<file path="src/rtl/gpio_irq_pkg.sv">
package gpio_irq_pkg;
    localparam int BUS_AW = 6;
    localparam int BUS_DW = 32;

    localparam logic [BUS_AW-1:0] OFS_DIR   = 6'h00;
    localparam logic [BUS_AW-1:0] OFS_PIN   = 6'h04;
    localparam logic [BUS_AW-1:0] OFS_SET   = 6'h0C;
    localparam logic [BUS_AW-1:0] OFS_CLR   = 6'h10;
    localparam logic [BUS_AW-1:0] OFS_IEN   = 6'h14;
    localparam logic [BUS_AW-1:0] OFS_ITYPE = 6'h18;
    localparam logic [BUS_AW-1:0] OFS_IPOL  = 6'h1C;
    localparam logic [BUS_AW-1:0] OFS_IPEND = 6'h20;
    localparam logic [BUS_AW-1:0] OFS_IMASK = 6'h24;

    // encoded as {type, polarity}
    typedef enum logic [1:0] {
        SENSE_FALL = 2'b00,
        SENSE_RISE = 2'b01,
        SENSE_LOW  = 2'b10,
        SENSE_HIGH = 2'b11
    } sense_e;
endpackage

</file>
<file path="src/rtl/gpio_sync.sv">
module gpio_sync #(
    parameter int WIDTH = 16
) (
    input  logic             clk,
    input  logic             rst_n,
    input  logic [WIDTH-1:0] async_i,
    output logic [WIDTH-1:0] sync_o
);
    logic [WIDTH-1:0] stage1_q;

    always_ff @(posedge clk) begin
        if (!rst_n) begin
            stage1_q <= '0;
            sync_o   <= '0;
        end else begin
            stage1_q <= async_i;
            sync_o   <= stage1_q;
        end
    end
endmodule

</file>
<file path="src/rtl/gpio_irq_line.sv">
module gpio_irq_line
    import gpio_irq_pkg::*;
(
    input  logic clk,
    input  logic rst_n,
    input  logic smp_i,
    input  logic en_i,
    input  logic typ_i,
    input  logic pol_i,
    input  logic clr_i,
    output logic pend_o
);
    logic   prev_q;
    logic   hit;
    sense_e mode;

    always_ff @(posedge clk) begin
        if (!rst_n) prev_q <= 1'b0;
        else        prev_q <= smp_i;
    end

    always_comb begin
        mode = sense_e'({typ_i, pol_i});
        unique case (mode)
            SENSE_FALL: hit = prev_q & ~smp_i;
            SENSE_RISE: hit = ~prev_q & smp_i;
            SENSE_LOW:  hit = ~smp_i;
            SENSE_HIGH: hit = smp_i;
            default:    hit = 1'b0;
        endcase
    end

    // idle <-> pending; detection wins over a same-cycle clear
    always_ff @(posedge clk) begin
        if (!rst_n)      pend_o <= 1'b0;
        else if (!en_i)  pend_o <= 1'b0;
        else if (typ_i)  pend_o <= hit;
        else if (hit)    pend_o <= 1'b1;
        else if (clr_i)  pend_o <= 1'b0;
    end

    AST_EDGE_SETS: assert property (@(posedge clk) disable iff (!rst_n)
        (en_i && !typ_i && (smp_i != prev_q) && (smp_i == pol_i)) |=> pend_o);
    AST_LEVEL_FOLLOWS: assert property (@(posedge clk) disable iff (!rst_n)
        (en_i && typ_i) |=> (pend_o == ($past(smp_i) == $past(pol_i))));
    AST_DISABLED_IDLE: assert property (@(posedge clk) disable iff (!rst_n)
        !en_i |=> !pend_o);
endmodule

</file>
<file path="src/rtl/gpio_irq_bank.sv">
module gpio_irq_bank
    import gpio_irq_pkg::*;
#(
    parameter int NUM_LINES = 16,
    parameter bit OE_INVERT = 1'b0
) (
    input  logic                 clk,
    input  logic                 rst_n,
    input  logic                 bus_wr,
    input  logic                 bus_rd,
    input  logic [5:0]           bus_addr,
    input  logic [31:0]          bus_wdata,
    output logic [31:0]          bus_rdata,
    input  logic [NUM_LINES-1:0] pin_in,
    output logic [NUM_LINES-1:0] pin_out,
    output logic [NUM_LINES-1:0] pin_oe,
    output logic                 irq
);
    localparam int N   = NUM_LINES;
    localparam int PAD = BUS_DW - N;
    localparam logic [N-1:0] DIR_RST = OE_INVERT ? {N{1'b1}} : {N{1'b0}};

    logic [N-1:0] dir_q, out_q, ien_q, ityp_q, ipol_q, imask_q;
    logic [N-1:0] smp, pend, pend_clr, wd, rd_val;

    assign wd = bus_wdata[N-1:0];

    gpio_sync #(.WIDTH(N)) u_sync (
        .clk    (clk),
        .rst_n  (rst_n),
        .async_i(pin_in),
        .sync_o (smp)
    );

    always_ff @(posedge clk) begin
        if (!rst_n) begin
            dir_q   <= DIR_RST;
            out_q   <= '0;
            ien_q   <= '0;
            ityp_q  <= '0;
            ipol_q  <= '0;
            imask_q <= '0;
        end else if (bus_wr) begin
            case (bus_addr)
                OFS_DIR:   dir_q   <= wd;
                OFS_SET:   out_q   <= out_q | wd;
                OFS_CLR:   out_q   <= out_q & ~wd;
                OFS_IEN:   ien_q   <= wd;
                OFS_ITYPE: ityp_q  <= wd;
                OFS_IPOL:  ipol_q  <= wd;
                OFS_IMASK: imask_q <= wd;
                default:   ;
            endcase
        end
    end

    assign pend_clr = (bus_wr && bus_addr == OFS_IPEND) ? wd : '0;

    for (genvar i = 0; i < N; i++) begin : g_line
        gpio_irq_line u_line (
            .clk   (clk),
            .rst_n (rst_n),
            .smp_i (smp[i]),
            .en_i  (ien_q[i]),
            .typ_i (ityp_q[i]),
            .pol_i (ipol_q[i]),
            .clr_i (pend_clr[i]),
            .pend_o(pend[i])
        );
    end

    assign pin_out = out_q;
    assign pin_oe  = OE_INVERT ? ~dir_q : dir_q;
    assign irq     = |(pend & ien_q & imask_q);

    always_comb begin
        case (bus_addr)
            OFS_DIR:   rd_val = dir_q;
            OFS_PIN:   rd_val = smp;
            OFS_SET:   rd_val = out_q;
            OFS_CLR:   rd_val = out_q;
            OFS_IEN:   rd_val = ien_q;
            OFS_ITYPE: rd_val = ityp_q;
            OFS_IPOL:  rd_val = ipol_q;
            OFS_IPEND: rd_val = pend;
            OFS_IMASK: rd_val = imask_q;
            default:   rd_val = '0;
        endcase
    end

    always_ff @(posedge clk) begin
        if (!rst_n)      bus_rdata <= '0;
        else if (bus_rd) bus_rdata <= {{PAD{1'b0}}, rd_val};
    end

    AST_SET_DRIVES: assert property (@(posedge clk) disable iff (!rst_n)
        (bus_wr && bus_addr == OFS_SET) |=> ((pin_out & $past(wd)) == $past(wd)));
    AST_CLR_DRIVES: assert property (@(posedge clk) disable iff (!rst_n)
        (bus_wr && bus_addr == OFS_CLR) |=> ((pin_out & $past(wd)) == '0));
    AST_MASK_HIDES: assert property (@(posedge clk) disable iff (!rst_n)
        (imask_q == '0) |-> !irq);
    AST_PIN_READONLY: assert property (@(posedge clk) disable iff (!rst_n)
        (bus_wr && bus_addr == OFS_PIN) |=> (pin_out == $past(pin_out)));
endmodule

</file>
<file path="config.mk">
export PLATFORM = sky130hd
export DESIGN_NAME = gpio_irq_bank
export DESIGN_NICKNAME = d
export VERILOG_FILES = /design/src/rtl/gpio_irq_pkg.sv /design/src/rtl/gpio_sync.sv /design/src/rtl/gpio_irq_line.sv /design/src/rtl/gpio_irq_bank.sv
export SDC_FILE = /design/constraint.sdc
export NUM_CORES = 1
export LEC_CHECK = 0
export ABC_AREA = 1
export BUFFER_PORTS_ARGS = -buffer_cell sky130_fd_sc_hd__buf_2
export CAP_MARGIN = 25
export CORE_ASPECT_RATIO = 0.5
export CORE_MARGIN = 2
export CORE_UTILIZATION = 25
export CTS_CLUSTER_SIZE = 8
export DETAILED_ROUTE_END_ITERATION = 8
export SLEW_MARGIN = 40
export SYNTH_ARGS = -nofsm -noshare
export SYNTH_HDL_FRONTEND = slang
export SYNTH_SLANG_ARGS = --single-unit
export TNS_END_PERCENT = 10
</file>
<file path="constraint.sdc">
create_clock -name clk -period 3.9 [get_ports clk]
set_input_delay 0.585 -clock clk [delete_from_list [all_inputs] [get_ports clk]]
set_output_delay 0.585 -clock clk [all_outputs]
set_load 0.03 [all_outputs]
</file>
==> results.json, run 1 <==
{
  "antenna_found_initial": 0,
  "final_nets": 1253,
  "ctsHoldBuffers": 0,
  "ir_worst_vdd_v": 0.000309,
  "dp_hpwl_microns": 17100,
  "post_cts_buffers": 0,
  "area_growth_pct": 18.0,
  "power.internal_mw": 2.87,
  "clockBufferDepth": 2,
  "synthDistinctLibCells": 28,
  "syn_area_sq_um": 7750,
  "path_class": "in -> reg",
  "outcome": "finished clean",
  "vias_per_cell": 4.57,
  "layout.cells.non_filler": 1607,
  "fillers": 3336,
  "port_buffers": 90,
  "placed_cell_area_sq_um": 8540,
  "drc": 0,
  "grt-ovfl-total": 0,
  "setup_viol_count_final": 0,
  "synth-seq-cells": 176,
  "switching_power_mw": 0.956,
  "pin_count": 123,
  "seq_area_frac_synth": 0.455,
  "dr.first_iter.drc_count": 730,
  "final_area_sq_um": 9140,
  "h-tree-depth": 4,
  "critPathRequiredTime_ns": 4.27,
  "synth-warning-count": 0,
  "placedCellCount": 1575,
  "cts.clk_slew.worst_paths_ns": 0.07,
  "numCtsBuffers": 17,
  "syn_inst": 1124,
  "startpoint_type": "input port",
  "post_cts_resize_count": 0,
  "rsz0062_at_grt": "false",
  "postRouteWirelength_microns": 24600,
  "die_width_microns": 253,
  "crit_path_end_kind": "flip-flop",
  "initial_utilization": 0.255,
  "clkPwrFrac": 0.460,
  "final_core_utilization": 0.301,
  "finalHoldViolCount": 0,
  "hold_ws_ns": 0.333,
  "num_antenna_cells": 0,
  "grt_max_degree": 60,
  "cts_tree": "built",
  "die_h_microns": 128,
  "finalMaxSlewViolations": 0,
  "drive_gt1_frac": 0.130,
  "core_area_sq_um": 30400,
  "fmax_ghz": 0.438,
  "root_buffer": "clkbuf_16",
  "relSlewSlack": 0.571,
  "hp-start": "pin_in[3]",
  "worst_slew_pin_slew_ns": 0.643,
  "ant_nets": 0,
  "syn_avg_cell_area_sq_um": 6.89,
  "num_vias": 7343,
  "dr.pass1.iters": 5,
  "gp_congestion": 0.837,
  "cp_data_arrival_time_ns": 2.65,
  "crit_start": "bus_addr[1]",
  "post-route-period-util": 0.585,
  "grt_first_pass_wirelength_microns": 38100,
  "total_leakage_power_nw": 3.92,
  "die_area_sq_um": 32500,
  "num_rows": 45,
  "switching_share": 0.250,
  "clk_latency_ns": 0.44,
  "pwr-share-seq": 0.483,
  "first_global_vias": 6569,
  "r2r_start": "ityp_q[7]",
  "cap_violations": 0,
  "hold_class": "in -> reg",
  "period_minus_slack_ns": 2.28,
  "grt_usage": 0.153,
  "cp_max_fo": 22,
  "wl_per_cell_microns": 15.3,
  "pwr-share-comb": 0.058,
  "finalSetupTns_ns": 0,
  "clock_skew_ns": 0.0106,
  "power_density_nw_per_um2": 419,
  "cts.sinks": 176
}
[registers in the layout (all words and copies together) (netlist names), named ones only]
signal	flops
pin_oe	16
u_sync.sync_o	16
g_line.u_line.prev_q	16
u_sync.stage1_q	16
ityp_q	16
bus_rdata	16
imask_q	16
ien_q	16
ipol_q	16
g_line.u_line.pend_o	16
[power groups by stage]
stage | Clock [mW] | Sequential (mW) | Combinational, mW
after floorplan | 0 | 1.88 | 0.140
after global placement | 0 | 1.89 | 0.216
after detailed placement | 0 | 1.89 | 0.222
after CTS | 1.79 | 1.85 | 0.222
after global routing | 1.85 | 1.85 | 0.246
final | 1.76 | 1.85 | 0.222
[final cells by class]
| type | count | area (sq um) | area share |
|---|---|---|---|
| clock inverter | 12 | 148 | 0.0162 |
| inverter | 101 | 379 | 0.0415 |
| multi-input combinational | 792 | 3530 | 0.386 |
| timing repair buffer | 107 | 606 | 0.0663 |
| tap | 399 | 499 | 0.0546 |
| clock buffer | 20 | 457 | 0.0500 |
| sequential | 176 | 3520 | 0.385 |
[cells by family after synthesis]
kind of cell           after synthesis  share of synthesized area
and+or+nand+nor                    582                      0.317
AOI/OAI and AO/OA                  194                      0.131
DFF                                176                      0.455
buffers and inverters              171                     0.0972
other                                1                   0.000484
[cell usage in the layout (no fill, tap or decap), drive strengths merged, types with 3 or more instances in the layout]
master	netlist	layout
nor3	8	8
a21oi	70	70
inv	100	106
buf	33	107
conb	1	16
nor2	174	174
o21ai	107	107
clkinv	1	3
nand4	18	18
nand3	107	107
nand2	274	274
dfxtp	176	176
clkbuf	37	20
o31ai	7	7
a31oi	9	9
[final timing paths]
path                        end  depth (start not counted)  slack (ns)
min reg2reg   u_sync.sync_o[15]                          2        0.41
max reg2reg        bus_rdata[7]                          6        2.77
min          u_sync.stage1_q[3]                          3        0.33
max                bus_rdata[8]                         10        1.62
[synthesized netlist by cell type, drive strengths merged]
cell,n,area (sq um)
nand2,274,1040
dfxtp,176,3520
nor2,174,708
nand3,107,546
o21ai,107,536
inv,100,375
a21oi,70,362
clkbuf,37,139
buf,33,235
nand4,18,113
a31oi,9,56.3
nor3,8,40.0
o31ai,7,52.6
clkinv,1,3.75
conb,1,3.75
nor4,1,6.26
o22ai,1,6.26
[per-layer routing]
| layer | routed length, microns | track usage |
|---|---|---|
| met5 | 0 | 0 |
| met1 | 12000 | 0.220 |
| met3 | 1700 | 0.0320 |
| met4 | 498 | 0.0505 |
| met2 | 10400 | 0.227 |
[critical path, stage by stage]
cell and delay, ns:
buf_2 0.12, nor2_4 0.49, nand3_2 0.56, nand2_4 0.39, nand2_1 0.10, nand2_1 0.07
nor2_1 0.04, nand2_1 0.10, nand2_1 0.07, a21oi_1 0.12
[metrics by stage]
step                setup slack [ns]  total power, mW
detailed placement              1.18             2.11
finish                          1.62             3.83
floorplan                       2.14             2.02
global route                    1.45             3.95
global placement                1.17             2.10
CTS                             1.63             3.86
Power figures use the tool's default switching activity.
==> run 2, diff against run 1 <==
==> constraint.sdc (replaced) <==
create_clock -name clk -period 1.9 [get_ports clk]
set_input_delay 0.285 -clock clk [delete_from_list [all_inputs] [get_ports clk]]
set_output_delay 0.285 -clock clk [all_outputs]
set_load 0.03 [all_outputs]
==> run 2 against run 1 <==
Against the previous run: clock power is 100% higher; sequential power is 100% higher; sequential cell count stayed put; wire length is 0.59% lower.
==> results.json, run 2 (synthesized netlist as in run 1, its figures left out) <==
{
  "ctsHoldBuffers": 0,
  "r2r_setup_slack_ns": 0.82,
  "dr.first_iter.drc_count": 694,
  "num_antenna_cells": 0,
  "startpoint_type": "flip-flop",
  "cp_max_fo": 3,
  "reg2regPathDepth": 6,
  "power_density_nw_per_um2": 838,
  "postRouteWirelength_microns": 24500,
  "area_growth_pct": 20.8,
  "crit_start": "ien_q[9]",
  "crit_path_end_kind": "output port",
  "post_cts_buffers": 0,
  "initial_utilization": 0.255,
  "final_nets": 1272,
  "die_h_microns": 128,
  "setup_viol_count_final": 0,
  "core_area_sq_um": 30400,
  "period_minus_slack_ns": 1.84,
  "grt_first_pass_wirelength_microns": 37500,
  "path_class": "reg -> out",
  "total_leakage_power_nw": 4.03,
  "use_met2": 0.211,
  "rsz0062_at_grt": "false",
  "ir_worst_vdd_v": 0.000568,
  "worst_slew_pin_slew_ns": 0.506,
  "r2r-end": "bus_rdata[14]",
  "mostFrequentLayoutCells": "270 x nand2_1, 176 x dfxtp_1, 164 x nor2_1",
  "cap_violations": 0,
  "numCtsBuffers": 17,
  "clk_latency_ns": 0.43,
  "die_width_microns": 253,
  "drive_gt1_frac": 0.144,
  "ant_nets": 0,
  "finalMaxSlewViolations": 0,
  "cts.sinks": 176,
  "grt_use_met1": 0.224,
  "finalSetupTns_ns": 0,
  "dr.pass1.iters": 6,
  "critPathMaxStageDelay_ns": 0.31,
  "hold_ws_ns": 0.0270,
  "gp_congestion": 0.894,
  "fillers": 3334,
  "antenna_found_initial": 0,
  "wl_per_cell_microns": 15.0,
  "cts_tree": "built",
  "num_rows": 45,
  "clock_skew_ns": 0.00794,
  "h-tree-depth": 4,
  "root_buffer": "clkbuf_16",
  "busiest_layer": "met1",
  "r2r_start": "imask_q[14]",
  "fmax_ghz": 0.545,
  "crit_chain": "inv_1 > o21ai_0 > nor4_1 > nand2_1 > buf_2",
  "drc": 0,
  "cts.clk_slew.worst_paths_ns": 0.07,
  "critPathRequiredTime_ns": 1.62,
  "crit_family": "buffers and inverters",
  "outcome": "finished clean",
  "relSlewSlack": 0.663,
  "first_global_vias": 6391,
  "final_common_cell": "nand2_1",
  "pin_count": 123,
  "path_depth": 5,
  "clockBufferDepth": 2,
  "port_buffers": 90,
  "crit_slowest_cell": "dfxtp_1",
  "crit_buf_inv": 2,
  "grtUsageMet3": 0.0360,
  "grt_usage": 0.151,
  "multi_input_comb_area_sq_um": 3530,
  "post-route-period-util": 0.967,
  "seqCellArea_sq_um": 3520,
  "dp_hpwl_microns": 17700,
  "post_cts_resize_count": 1,
  "vias_per_cell": 4.56,
  "hold_class": "in -> reg",
  "endpoint": "irq",
  "die_area_sq_um": 32500,
  "cp_data_arrival_time_ns": 1.55,
  "grt-ovfl-total": 0,
  "finalHoldViolCount": 0,
  "grt_max_degree": 122,
  "num_vias": 7422
}
## run 2: how the worst min path moves through the flow
stage / start / endpoint / slack [ns] / depth (start not counted)
CTS: pin_in[12] / u_sync.stage1_q[12] / 0.01 / 3
global route: pin_in[11] / u_sync.stage1_q[11] / 0.02 / 3
detailed placement: u_sync.stage1_q[6] / u_sync.sync_o[6] / 0.40 / 2
global placement: u_sync.stage1_q[15] / u_sync.sync_o[15] / 0.40 / 2
floorplan: pin_in[0] / u_sync.stage1_q[0] / 0.38 / 2
finish: pin_in[12] / u_sync.stage1_q[12] / 0.03 / 3
## run 2: layer usage
layer  share of wire  vias to the layer above  routed length [microns]
li1                -                     3763                        -
met1            0.48                     3367                    11900
met2            0.41                      261                     9930
met3           0.087                       31                     2140
met4           0.022                        0                      530
met5               0                        -                        0
## run 2: stage by stage
stage / power [mW] / utilization / instance area [sq um] / setup slack [ns] / instances
global route: 8.12 / 0.308 / 9360 / 0.00965 / 1626
CTS: 7.91 / 0.308 / 9360 / 0.0374 / 1626
finish: 7.84 / 0.308 / 9360 / 0.0636 / 1626
detailed placement: 4.34 / 0.288 / 8750 / 0.0802 / 1594
global placement: 4.34 / 0.288 / 8750 / 0.0908 / 1594
floorplan: 4.15 / - / 7800 / 0.443 / 1139
## run 2: final cells by class
class,instances,share of cell area
repair buffers,126,0.0880
clock buffers,18,0.0459
flip-flops and latches,176,0.376
multi-input cells,792,0.378
well taps,399,0.0533
clock inverters,14,0.0183
inverters,101,0.0405
## run 2: power by group
group,switching [mW],total [mW],internal [mW]
clock,1.59,3.58,1.98
combinational,0.345,0.470,0.125
sequential,0.0496,3.79,3.74
## run 2: worst register-to-register path, stage by stage, from the launching register on
cell	delay, ns
dfxtp_1	0.33
nand3_1	0.08
o21ai_0	0.08
nor2_1	0.24
nand2_1	0.11
nand2_1	0.06
a21oi_1	0.06
==> run 3, diff against run 2 <==
--- a/config.mk
+++ b/config.mk
@@ -6,13 +6,15 @@
 export NUM_CORES = 1
 export LEC_CHECK = 0
 export ABC_AREA = 1
-export BUFFER_PORTS_ARGS = -buffer_cell sky130_fd_sc_hd__buf_2
+export BUFFER_PORTS_ARGS = -buffer_cell sky130_fd_sc_hd__buf_4
 export CAP_MARGIN = 25
 export CORE_ASPECT_RATIO = 0.5
 export CORE_MARGIN = 2
 export CORE_UTILIZATION = 25
 export CTS_CLUSTER_SIZE = 8
 export DETAILED_ROUTE_END_ITERATION = 8
+export MAX_ROUTING_LAYER = met4
+export SETUP_SLACK_MARGIN = 0.4
 export SLEW_MARGIN = 40
 export SYNTH_ARGS = -nofsm -noshare
 export SYNTH_HDL_FRONTEND = slang
==> run 3 against run 2 <==
Against the previous run: die area stayed put; clock skew increased by 0.0031 ns; power decreased by 0.51%; critical path depth stayed put; setup slack improved by 0.093 ns.
==> results.json, run 3 (synthesized netlist as in run 1, its figures left out) <==
{
  "reg2regPathDepth": 7,
  "r2r-end": "bus_rdata[9]",
  "ir_worst_vdd_v": 0.000564,
  "initial_utilization": 0.255,
  "final_common_cell": "nand2_1",
  "final_core_utilization": 0.320,
  "crit_family": "simple AND/OR/NAND/NOR gates",
  "crit_start": "imask_q[5]",
  "num_rows": 45,
  "startpoint_type": "flip-flop",
  "seqCellArea_sq_um": 3550,
  "first_global_vias": 6613,
  "endpoint": "irq",
  "post-route-period-util": 0.917,
  "finalMaxSlewViolations": 0,
  "r2r_setup_slack_ns": 0.73,
  "dr.pass1.iters": 5,
  "pin_count": 123,
  "cap_violations": 0,
  "antenna_found_initial": 0,
  "crit_chain": "nand3_1 > nand4_1 > nor3_2 > nand2_1 > buf_6",
  "finalHoldViolCount": 0,
  "root_buffer": "clkbuf_16",
  "setup_viol_count_final": 0,
  "area_growth_pct": 25.5,
  "wl_per_cell_microns": 15.4,
  "cts_tree": "built",
  "ant_nets": 0,
  "mostFrequentLayoutCells": "269 x nand2_1, 164 x nor2_1, 154 x dfxtp_1",
  "vias_per_cell": 4.58,
  "drc": 0,
  "hold_class": "in -> reg",
  "outcome": "finished clean",
  "port_buffers": 90,
  "fillers": 3286,
  "core_area_sq_um": 30400,
  "critPathMaxStageDelay_ns": 0.33,
  "path_class": "reg -> out",
  "hp-start": "pin_in[1]",
  "dr.first_iter.drc_count": 905,
  "cts.sinks": 176,
  "cp_data_arrival_time_ns": 1.46,
  "grt_max_degree": 81,
  "cp_max_fo": 3,
  "clk_latency_ns": 0.44,
  "numCtsBuffers": 17,
  "grt_first_pass_wirelength_microns": 38700,
  "grt-ovfl-total": 0,
  "clockBufferDepth": 2,
  "finalSetupTns_ns": 0,
  "finalPower_mw": 7.80,
  "gp_congestion": 0.918,
  "fmax_ghz": 0.574,
  "total_leakage_power_nw": 4.16,
  "r2r_start": "imask_q[9]",
  "path_depth": 5,
  "crit_slowest_cell": "dfxtp_1",
  "dp_hpwl_microns": 18200,
  "die_h_microns": 128,
  "num_antenna_cells": 0,
  "rsz0062_at_grt": "true",
  "num_vias": 7514,
  "final_nets": 1287,
  "crit_path_end_kind": "output port",
  "clock_skew_ns": 0.0111,
  "critPathRequiredTime_ns": 1.62,
  "grt_usage": 0.160,
  "cts.clk_slew.worst_paths_ns": 0.08,
  "die_area_sq_um": 32500,
  "multi_input_comb_area_sq_um": 3570,
  "postRouteWirelength_microns": 25200,
  "crit_buf_inv": 1,
  "die_width_microns": 253,
  "power_density_nw_per_um2": 802,
  "drive_gt1_frac": 0.182,
  "h-tree-depth": 4,
  "period_minus_slack_ns": 1.74
}
run 3: changes by cell type in the layout (fill, tap and decap cells not counted), moves of 3 or more:
cell and delta:
inv_8 +3, buf_2 -89, nand3_2 +5, nand3_1 -5
dfxtp_2 +22, dfxtp_1 -22, buf_12 -3, clkinv_8 +3
clkinvlp_4 -3, buf_4 +106
run 3: metrics by stage:
stage	hold slack (ns)	worst slack [ns]	cell area [sq um]	std cells
6_report	0.0185	0.157	9720	1641
5_1_grt	0.00739	0.0509	9720	1641
4_1_cts	0.00613	0.131	9710	1641
3_5_place_dp	0.398	0.168	8980	1599
3_3_place_gp	0.397	0.201	8980	1599
2_1_floorplan	0.383	0.443	7800	1139
run 3: area by class of cell:
| class | instances | share of cell area |
|---|---|---|
| Clock buffer | 17 | 0.0437 |
| Clock inverter | 15 | 0.0172 |
| Inverter | 101 | 0.0392 |
| Multi-Input combinational cell | 792 | 0.368 |
| Sequential cell | 176 | 0.365 |
| Tap cell | 399 | 0.0513 |
| Timing Repair Buffer | 141 | 0.116 |
run 3: worst min path at each step:
stage | end | slack, ns | depth (start not counted)
floorplan | u_sync.stage1_q[0] | 0.38 | 2
global placement | u_sync.sync_o[15] | 0.40 | 2
detailed placement | u_sync.sync_o[0] | 0.40 | 2
CTS | u_sync.stage1_q[1] | 0.006 | 3
global route | u_sync.stage1_q[3] | 0.007 | 3
finish | u_sync.stage1_q[1] | 0.02 | 3
run 3: where the power goes:
group          switching, mW  leakage (nW)  total (mW)  internal, mW
clock network           1.73         0.292        3.51          1.77
logic                  0.347          2.43       0.503         0.156
registers             0.0494          1.44        3.79          3.74
run 3: worst reg2reg max path, stage by stage, from the launching register on:
cell,delay (ns)
dfxtp_2,0.33
buf_4,0.13
nand3_1,0.07
o21ai_0,0.07
nor2_1,0.22
nand2_1,0.12
nand2_1,0.07
a21oi_1,0.05
run 3: repair_timing:
item / in CTS / in global routing
endpoints found under the setup margin: 1 / 1
pin swaps: 5 / 2
buffers inserted: 10 / 0
hold buffers: 0 / 0
resized for setup: 33 / 5
run 3: routing by layer:
layer | part of all wire | global-route usage | vias up | wire (microns)
li1 | - | - | 3805 | -
met1 | 0.49 | 0.235 | 3404 | 12500
met5 | 0 | - | - | 0
met2 | 0.41 | 0.220 | 274 | 10300
met3 | 0.078 | 0.0293 | 31 | 1970
met4 | 0.017 | 0.0466 | 0 | 440
